`src/rtl/sof_trk_pkg.sv`:
```
package sof_trk_pkg;

    typedef enum logic [1:0] {
        ST_HOST_STOP = 2'd0,
        ST_HOST_RUN  = 2'd1,
        ST_DEV_SEEK  = 2'd2,
        ST_DEV_LOCK  = 2'd3
    } trk_state_e;

endpackage

```
`src/rtl/sof_ms_timer.sv`:
```
module sof_ms_timer #(
    parameter int TICKS = 1000
) (
    input  logic clk,
    input  logic rst_n,
    input  logic run_i,
    input  logic clr_i,
    input  logic tick_i,
    output logic expire_o
);
    localparam int CNT_W = (TICKS > 1) ? $clog2(TICKS) : 1;
    localparam logic [CNT_W-1:0] LAST = CNT_W'(TICKS - 1);

    logic [CNT_W-1:0] cnt_q;
    logic             at_last;

    assign at_last  = (cnt_q == LAST);
    assign expire_o = run_i & tick_i & ~clr_i & at_last;

    always_ff @(posedge clk) begin
        if (!rst_n) begin
            cnt_q <= '0;
        end else if (clr_i) begin
            cnt_q <= '0;
        end else if (run_i && tick_i) begin
            if (at_last) cnt_q <= '0;
            else         cnt_q <= cnt_q + CNT_W'(1);
        end
    end

    AST_CNT_IN_RANGE: assert property (@(posedge clk) disable iff (!rst_n)
        cnt_q <= LAST);

    AST_CLR_ZEROES: assert property (@(posedge clk) disable iff (!rst_n)
        clr_i |=> (cnt_q == '0));

endmodule

```
`src/rtl/sof_refresh_flag.sv`:
```
module sof_refresh_flag (
    input  logic clk,
    input  logic rst_n,
    input  logic set_i,
    input  logic clr_i,
    output logic flag_o
);
    logic flag_q;

    always_ff @(posedge clk) begin
        if (!rst_n)      flag_q <= 1'b0;
        else if (set_i)  flag_q <= 1'b1;
        else if (clr_i)  flag_q <= 1'b0;
    end

    assign flag_o = flag_q;

    AST_SET_WINS: assert property (@(posedge clk) disable iff (!rst_n)
        set_i |=> flag_q);

    AST_CLR_TAKES: assert property (@(posedge clk) disable iff (!rst_n)
        (clr_i && !set_i) |=> !flag_q);

    AST_STICKY: assert property (@(posedge clk) disable iff (!rst_n)
        (flag_q && !clr_i) |=> flag_q);

endmodule

```
`src/rtl/sof_frame_seq.sv`:
```
module sof_frame_seq
    import sof_trk_pkg::*;
#(
    parameter int FN_W = 11
) (
    input  logic            clk,
    input  logic            rst_n,
    input  logic            host_sel,
    input  logic            run_en,
    input  logic            tok_stb,
    input  logic            tok_bad,
    input  logic [FN_W-1:0] tok_fnum,
    input  logic            tmr_expire,
    output logic            tmr_run,
    output logic            tmr_clr,
    output logic            upd_o,
    output logic [FN_W-1:0] frame_o
);
    trk_state_e      state_q, state_d;
    logic [FN_W-1:0] frame_q, frame_d;
    logic            tok_ok, tok_dmg, in_host;

    assign tok_ok  = tok_stb & ~tok_bad;
    assign tok_dmg = tok_stb &  tok_bad;
    assign in_host = (state_q == ST_HOST_STOP) || (state_q == ST_HOST_RUN);

    // state register
    always_ff @(posedge clk) begin
        if (!rst_n) state_q <= ST_HOST_STOP;
        else        state_q <= state_d;
    end

    // next-state logic
    always_comb begin
        state_d = state_q;
        unique case (state_q)
            ST_HOST_STOP: begin
                if (!host_sel)   state_d = ST_DEV_SEEK;   // to-device
                else if (run_en) state_d = ST_HOST_RUN;   // enable-on
            end
            ST_HOST_RUN: begin
                if (!host_sel)    state_d = ST_DEV_SEEK;  // to-device
                else if (!run_en) state_d = ST_HOST_STOP; // enable-off
            end
            ST_DEV_SEEK: begin
                if (host_sel)    state_d = run_en ? ST_HOST_RUN : ST_HOST_STOP; // to-host
                else if (tok_ok) state_d = ST_DEV_LOCK;   // lock
            end
            ST_DEV_LOCK: begin
                if (host_sel)    state_d = run_en ? ST_HOST_RUN : ST_HOST_STOP; // to-host
            end
            default: state_d = ST_HOST_STOP;
        endcase
    end

    // outputs: timer control and frame update
    always_comb begin
        tmr_run = (state_q == ST_HOST_RUN) || (state_q == ST_DEV_LOCK);
        tmr_clr = (state_d != state_q)
                || (state_q == ST_HOST_STOP)
                || (state_q == ST_DEV_SEEK)
                || ((state_q == ST_DEV_LOCK) && !host_sel && tok_stb);
        frame_d = frame_q;
        upd_o   = 1'b0;
        unique case (state_q)
            ST_HOST_STOP: ;
            ST_HOST_RUN: begin
                if (host_sel && run_en && tmr_expire) begin
                    frame_d = frame_q + FN_W'(1);
                    upd_o   = 1'b1;
                end
            end
            ST_DEV_SEEK: begin
                if (!host_sel && tok_ok) begin
                    frame_d = tok_fnum;
                    upd_o   = 1'b1;
                end
            end
            ST_DEV_LOCK: begin
                if (!host_sel) begin
                    if (tok_ok) begin
                        frame_d = tok_fnum;
                        upd_o   = 1'b1;
                    end else if (tok_dmg || tmr_expire) begin
                        frame_d = frame_q + FN_W'(1);
                        upd_o   = 1'b1;
                    end
                end
            end
            default: ;
        endcase
    end

    always_ff @(posedge clk) begin
        if (!rst_n) frame_q <= '0;
        else        frame_q <= frame_d;
    end

    assign frame_o = frame_q;

    AST_HOST_STEP: assert property (@(posedge clk) disable iff (!rst_n)
        (state_q == ST_HOST_RUN && host_sel && run_en && tmr_expire)
        |=> (frame_q == FN_W'($past(frame_q) + FN_W'(1))));

    AST_STOP_HOLDS: assert property (@(posedge clk) disable iff (!rst_n)
        (state_q == ST_HOST_STOP) |=> $stable(frame_q));

    AST_TOKEN_LOAD: assert property (@(posedge clk) disable iff (!rst_n)
        (!in_host && !host_sel && tok_ok) |=> (frame_q == $past(tok_fnum)));

    AST_INTERP_STEP: assert property (@(posedge clk) disable iff (!rst_n)
        (state_q == ST_DEV_LOCK && !host_sel && !tok_stb && tmr_expire)
        |=> (frame_q == FN_W'($past(frame_q) + FN_W'(1))));

    AST_SEEK_QUIET: assert property (@(posedge clk) disable iff (!rst_n)
        (state_q == ST_DEV_SEEK && !tok_ok) |=> $stable(frame_q));

    AST_HOST_NO_TOKEN: assert property (@(posedge clk) disable iff (!rst_n)
        (in_host && host_sel && !tmr_expire) |=> $stable(frame_q));

    AST_MODE_SWAP_HOLDS: assert property (@(posedge clk) disable iff (!rst_n)
        (in_host != host_sel) |=> $stable(frame_q));

endmodule

```
`src/rtl/sof_frame_tracker.sv`:
```
module sof_frame_tracker #(
    parameter int FN_W            = 11,
    parameter int TICKS_PER_FRAME = 1000
) (
    input  logic            clk,
    input  logic            rst_n,
    input  logic            us_tick,
    input  logic            host_sel,
    input  logic            run_en,
    input  logic            tok_stb,
    input  logic            tok_bad,
    input  logic [FN_W-1:0] tok_fnum,
    input  logic            flag_clr,
    output logic [FN_W-1:0] frame_num,
    output logic            refresh_flag
);
    logic tmr_run, tmr_clr, tmr_expire, upd;

    sof_frame_seq #(.FN_W(FN_W)) u_seq (
        .clk        (clk),
        .rst_n      (rst_n),
        .host_sel   (host_sel),
        .run_en     (run_en),
        .tok_stb    (tok_stb),
        .tok_bad    (tok_bad),
        .tok_fnum   (tok_fnum),
        .tmr_expire (tmr_expire),
        .tmr_run    (tmr_run),
        .tmr_clr    (tmr_clr),
        .upd_o      (upd),
        .frame_o    (frame_num)
    );

    sof_ms_timer #(.TICKS(TICKS_PER_FRAME)) u_tmr (
        .clk      (clk),
        .rst_n    (rst_n),
        .run_i    (tmr_run),
        .clr_i    (tmr_clr),
        .tick_i   (us_tick),
        .expire_o (tmr_expire)
    );

    sof_refresh_flag u_flag (
        .clk    (clk),
        .rst_n  (rst_n),
        .set_i  (upd),
        .clr_i  (flag_clr),
        .flag_o (refresh_flag)
    );

    AST_FLAG_FOLLOWS_FRAME: assert property (@(posedge clk) disable iff (!rst_n)
        (frame_num != $past(frame_num)) |-> refresh_flag);

endmodule

```
`config.mk`:
```
export PLATFORM = sky130hd
export DESIGN_NAME = sof_frame_tracker
export DESIGN_NICKNAME = d
export VERILOG_FILES = /design/src/rtl/sof_trk_pkg.sv /design/src/rtl/sof_ms_timer.sv /design/src/rtl/sof_refresh_flag.sv /design/src/rtl/sof_frame_seq.sv /design/src/rtl/sof_frame_tracker.sv
export SDC_FILE = /design/constraint.sdc
export NUM_CORES = 1
export LEC_CHECK = 0
export BUFFER_PORTS_ARGS = -buffer_cell sky130_fd_sc_hd__buf_4
export CAP_MARGIN = 20
export CORE_ASPECT_RATIO = 0.8
export CORE_UTILIZATION = 40
export DETAILED_ROUTE_END_ITERATION = 10
export SETUP_SLACK_MARGIN = 0.3
export SLEW_MARGIN = 10
export SYNTH_ARGS = -nofsm -noshare
export SYNTH_HDL_FRONTEND = slang
export SYNTH_SLANG_ARGS = --single-unit
export TNS_END_PERCENT = 10
```
`constraint.sdc`:
```
create_clock -name clk -period 2.3 [get_ports clk]
set_input_delay 0.23 -clock clk [delete_from_list [all_inputs] [get_ports clk]]
set_output_delay 0.23 -clock clk [all_outputs]
set_load 0.005 [all_outputs]
```
==> results of run 1 <==
## metal layers
layer  routed length [um]  vias to the layer above  global-route usage (%)
met5                    0                        -                       0
met4                   39                        0                    6.38
met3                  145                        4                    5.30
met2                 1270                       31                    27.7
met1                 1560                      531                    26.1
li1                     -                      602                       -
## final timing paths
| kind | start | endpoint | slack [ns] | depth (start not counted) |
|---|---|---|---|---|
| worst min-delay path | host_sel | u_seq.state_q[1]$_SDFF_PN0_ | 0.16 | 2 |
| worst max-delay path | u_tmr.cnt_q[0]$_SDFFE_PP0P_ | u_seq.frame_o[6]$_SDFFE_PN0P_ | 0.43 | 7 |
| worst max register to register | u_tmr.cnt_q[0]$_SDFFE_PP0P_ | u_seq.frame_o[6]$_SDFFE_PN0P_ | 0.43 | 7 |
| worst min register to register | u_flag.flag_o$_SDFFE_PN0P_ | u_flag.flag_o$_SDFFE_PN0P_ | 0.48 | 2 |
## sequential cells by signal, summed over array words and instances (netlist names)
register	flops
u_tmr.cnt_q	10
u_seq.frame_o	11
u_flag.flag_o	1
u_seq.state_q	2
## logic make-up (layout without fill, tap and decap cells)
kind of cell	count (synthesis)	count (layout)
simple gates	68	68
compound gates	27	27
flops	24	24
xor+xnor	18	18
buf+inv	10	43
mux	4	4
fa+ha+maj	2	2
## through the flow
stage	power, uW	instance area, sq um	setup WS (ns)	instances
floorplan	482	1360	0.681	153
global placement	522	1620	0.521	222
detailed placement	524	1620	0.423	222
CTS	905	1690	0.393	226
global route	930	1690	0.302	226
finish	888	1690	0.427	226
## layout make-up
type	count	area share (%)
Sequential cell	24	28.4
Timing Repair Buffer	33	14.7
Clock buffer	3	2.44
Inverter	6	1.33
Clock inverter	1	1.78
Tap cell	40	2.96
Multi-Input combinational cell	119	48.4
## where the power goes
group,switching (uW),internal (uW)
Clock,141,233
Sequential,9.17,422
Combinational,39.3,44.0
Total,189,698
## worst reg2reg max path, stage by stage, from the launching register on
cell and delay (ns):
dfxtp_1 0.39, ha_2 0.23, nand4_4 0.15, nor4_4 0.25, o32ai_2 0.10, buf_4 0.21
or2_2 0.30, o21ai_0 0.16
## cells in the mapped netlist, types with 3 or more instances
| cell | instances | area share, % |
|---|---|---|
| a211o_1 | 8 | 5.1 |
| a21oi_1 | 8 | 2.9 |
| dfxtp_1 | 24 | 35 |
| inv_1 | 5 | 1.4 |
| mux2i_1 | 3 | 2.2 |
| nand2_1 | 13 | 3.6 |
| nand3_1 | 9 | 3.3 |
| nand4_1 | 5 | 2.3 |
| nor2_1 | 25 | 6.9 |
| o21ai_0 | 4 | 1.5 |
| xnor2_1 | 9 | 5.8 |
| xor2_1 | 9 | 5.8 |
==> flow_summary.yaml, run 1 <==
outcome:
  outcome: "complete, no violations"
min_path:
  hp-class: "input port to flop"
cts:
  cts_tree: "yes"
  cts_max_path_buffers: 2
  clk_latency_ns: 0.27
  clkSlewWorstSetupHoldPaths_ns: 0.09
  root_buffer: "clkbuf_8"
  ctsResizeCount: 0
  cts_setup_buffers: 0
  numClockSinks: 24
  htreeDepth: 1
  cts_buffers: 3
  cts_hold_buffers: 0
logic_synthesis:
  ys_seq_elements: 24
  syn_area_per_cell_sq_um: 8.91
  synthFlopType: "dfxtp_1"
  synth_cell_types: 38
  synth.area.mux_share_pct: 3.03
  yosysWarnings: 0
  yosys.area_share.simple_pct: 28.0
  synthArstFlopShare_pct: 0
  synthesis.area_sq_um: 1360
  synth_xor_area_share_pct: 11.6
  synth-compound-area-share_pct: 15.4
  synth_fp_nets: 174
  synth_cells: 153
  synth_top_family_by_area: "simple AND/OR/NAND/NOR gates"
  synth_edf_count: 0
  synth_fa_ha_area_share_pct: 1.84
  yosysSeqAreaShare_pct: 35.3
drt:
  wire_per_inst_um: 13.4
  routed_via_density: 5.17
  drc_errors: 0
  firstDrtPassIters: 4
  drtIter0Drc: 85
  ant_nets: 0
  routed_wl_um: 3020
  num_vias: 1168
power:
  ir_drop_uv: 270
  power.leakage_uw: 0.000631
  p_per_area_nw_per_um2: 525
floorplanning:
  ios: 31
  core_region_area_sq_um: 3180
  die_h_um: 54.2
  initial_utilization_pct: 42.9
  die_x_um: 67.3
  die_area_sq_um: 3650
  row_count: 18
timing:
  finalCriticalPeriod_ns: 1.87
  clock_skew_ns: 0.00163
  tightest_slew_ns: 0.510
  slew_headroom_pct: 66.0
  slew_viol_final: 0
  fin_crit_sh_pct: 81.5
  fmax_mhz: 534
  rsz0062_at_grt: "false"
  finalSetupTns_ns: 0
  holdWs_ns: 0.163
  setup_viol: 0
  hold_viol_final: 0
final_layout:
  final_cell_mix: "buf_4 (33), nor2_1 (25), dfxtp_1 (24)"
  filler_cell_count: 293
  multi_input_area_sq_um: 818
  fin_nets: 208
  final_util_pct: 53.2
  n_antenna_cell: 0
  final_common_cell: "buf_4"
  seqCellArea_sq_um: 480
  area_growth_pct: 24.1
  drive_gt1_share_pct: 28.0
critical_path:
  required_ns: 2.49
  path_cells: "ha_2 > nand4_4 > nor4_4 > o32ai_2 > buf_4 > or2_2 > o21ai_0"
  crit_path_start_kind: "flop"
  cp_top_family: "simple AND/OR/NAND/NOR gates"
  arrival_ns: 2.07
  max_stage_delay_ns: 0.39
  path_max_fanout: 21
  cp_num_buf_inv: 1
  endpoint_kind: "flop"
  crit_type: "flop to flop"
  slowest_stage: "dfxtp_1"
global_routing:
  antenna_found_initial: 0
  grt_first_pass_wirelength_um: 4950
  grt_pass1_vias: 1028
  grt-ovfl-total: 0
  track_usage_pct: 18.8
  grt_max_degree: 22
placement:
  post-dp-hpwl_um: 2270
  place_congestion: 0.755
  io_buffer_count: 30
job:
  drv_cap: 0
Power figures use the tool's default switching activity.
==> inputs of run 2 (changes only) <==
==> constraint.sdc (replaced) <==
create_clock -name clk -period 1.8 [get_ports clk]
set_input_delay 0.18 -clock clk [delete_from_list [all_inputs] [get_ports clk]]
set_output_delay 0.18 -clock clk [all_outputs]
set_load 0.005 [all_outputs]
==> run 2 against run 1 <==
Setup slack got worse by 0.30 ns. Global-route usage increased by 0.92 points. Final cell count increased by 3.1%. Non-clock buffer count increased by 7. Die area unchanged.
==> flow_summary.yaml, run 2 (synthesis results as in run 1) <==
final_layout:
  filler_cell_count: 287
  largest_reg_flops: 11
  final_util_pct: 55.9
  n_antenna_cell: 0
  area_growth_pct: 30.2
  fin_nets: 215
  drive_gt1_share_pct: 33.2
  final_cell_mix: "buf_4 (39), nor2_1 (25), dfxtp_1 (19)"
  final_common_cell: "buf_4"
cts:
  cts_buffers: 3
  clkSlewWorstSetupHoldPaths_ns: 0.09
  cts_hold_buffers: 0
  htreeDepth: 1
  numClockSinks: 24
  root_buffer: "clkbuf_8"
  cts_max_path_buffers: 2
  clk_latency_ns: 0.27
  cts_tree: "yes"
timing:
  worst_slack_ns: 0.123
  slew_viol_final: 0
  rsz0062_at_grt: "true"
  finalCriticalPeriod_ns: 1.68
  fmax_mhz: 596
  fin_crit_sh_pct: 93.2
  setup_viol: 0
  slew_headroom_pct: 79.4
  tightest_slew_ns: 0.310
  finalSetupTns_ns: 0
  clock_skew_ns: 0.00751
  hold_viol_final: 0
global_routing:
  grt_first_pass_wirelength_um: 5080
  grt_pass1_vias: 1043
  track_usage_pct: 19.7
  grt-ovfl-total: 0
  grt_max_degree: 22
  antenna_found_initial: 0
floorplanning:
  core_region_area_sq_um: 3180
  initial_utilization_pct: 42.9
  die_h_um: 54.2
  die_area_sq_um: 3650
  row_count: 18
  die_x_um: 67.3
  ios: 31
critical_path:
  endpoint_kind: "flop"
  r2r_cells: 6
  required_ns: 2.00
  crit_path_start_kind: "flop"
  worstSetupEndpoint: "u_seq.frame_o[5]$_SDFFE_PN0P_"
  crit_type: "flop to flop"
  reg2reg_from: "u_tmr.cnt_q[3]$_SDFFE_PP0P_"
  arrival_ns: 1.88
  rr_endpoint: "u_seq.frame_o[5]$_SDFFE_PN0P_"
  path_max_fanout: 21
  crit_start: "u_tmr.cnt_q[3]$_SDFFE_PP0P_"
  r2r_slack_ns: 0.12
job:
  drv_cap: 0
placement:
  io_buffer_count: 30
  place_ws_ns: 0.0106
  post-dp-hpwl_um: 2400
  place_congestion: 0.793
power:
  power.leakage_uw: 0.000677
  p_per_area_nw_per_um2: 584
  ir_drop_uv: 344
drt:
  routed_wl_um: 3190
  drc_errors: 0
  drtIter0Drc: 31
  firstDrtPassIters: 4
  ant_nets: 0
  routed_via_density: 5.21
  num_vias: 1215
  wire_per_inst_um: 13.7
min_path:
  hold_path_startpoint: "host_sel"
  hp-class: "input port to flop"
outcome:
  outcome: "complete, no violations"
==> run 2: worst max-delay path: stages, from the launching register on <==
cell and delay (ns):
dfxtp_1 0.32, nand4bb_4 0.27, nor4_4 0.28, o32ai_2 0.13, buf_12 0.17, or2_2 0.28, o21ai_0 0.16
==> run 2: repair_timing <==
action | CTS | global route
pin swaps | 3 | 0
endpoints found under the hold margin | 0 | 0
setup buffers | 1 | 0
gates resized for setup | 8 | 1
endpoints found under the setup margin | 20 | 19
==> run 2: stage by stage <==
stage | instances | power, uW | hold WS, ns | cell area, sq um
floorplan | 153 | 615 | 0.252 | 1370
global placement | 228 | 675 | 0.391 | 1680
detailed placement | 228 | 679 | 0.404 | 1680
CTS | 233 | 1040 | 0.123 | 1770
global route | 233 | 1080 | 0.114 | 1770
finish | 233 | 1040 | 0.124 | 1770
==> run 2: worst min-delay path by stage <==
stage	to	slack [ns]	cells after the start
finish	u_seq.state_q[1]$_SDFF_PN0_	0.12	2
global route	u_seq.state_q[1]$_SDFF_PN0_	0.11	2
CTS	u_seq.state_q[1]$_SDFF_PN0_	0.12	2
detailed placement	u_seq.state_q[1]$_SDFF_PN0_	0.40	2
global placement	u_seq.state_q[1]$_SDFF_PN0_	0.39	2
floorplan	u_seq.state_q[1]$_SDFF_PN0_	0.25	1
==> run 2: area by class of cell <==
cell class / count / area [sq um] / share of cell area (%)
timing repair buffer: 40 / 313 / 17.6
multi-input combinational: 119 / 845 / 47.6
tap: 40 / 50.0 / 2.82
inverter: 6 / 22.5 / 1.27
sequential: 24 / 489 / 27.6
clock buffer: 4 / 55.1 / 3.10
==> run 2: metal layers <==
metal	vias to the layer above	routed length, um	track usage [%]
met3	5	153	5.08
met2	31	1370	28.8
li1	615	-	-
met5	-	0	0
met4	0	37	6.38
met1	564	1630	28.0
==> run 2: where the power goes <==
part	switching, uW	total, uW	internal, uW
combinational	55.5	119	63.4
sequential	9.28	546	537
clock	176	372	196
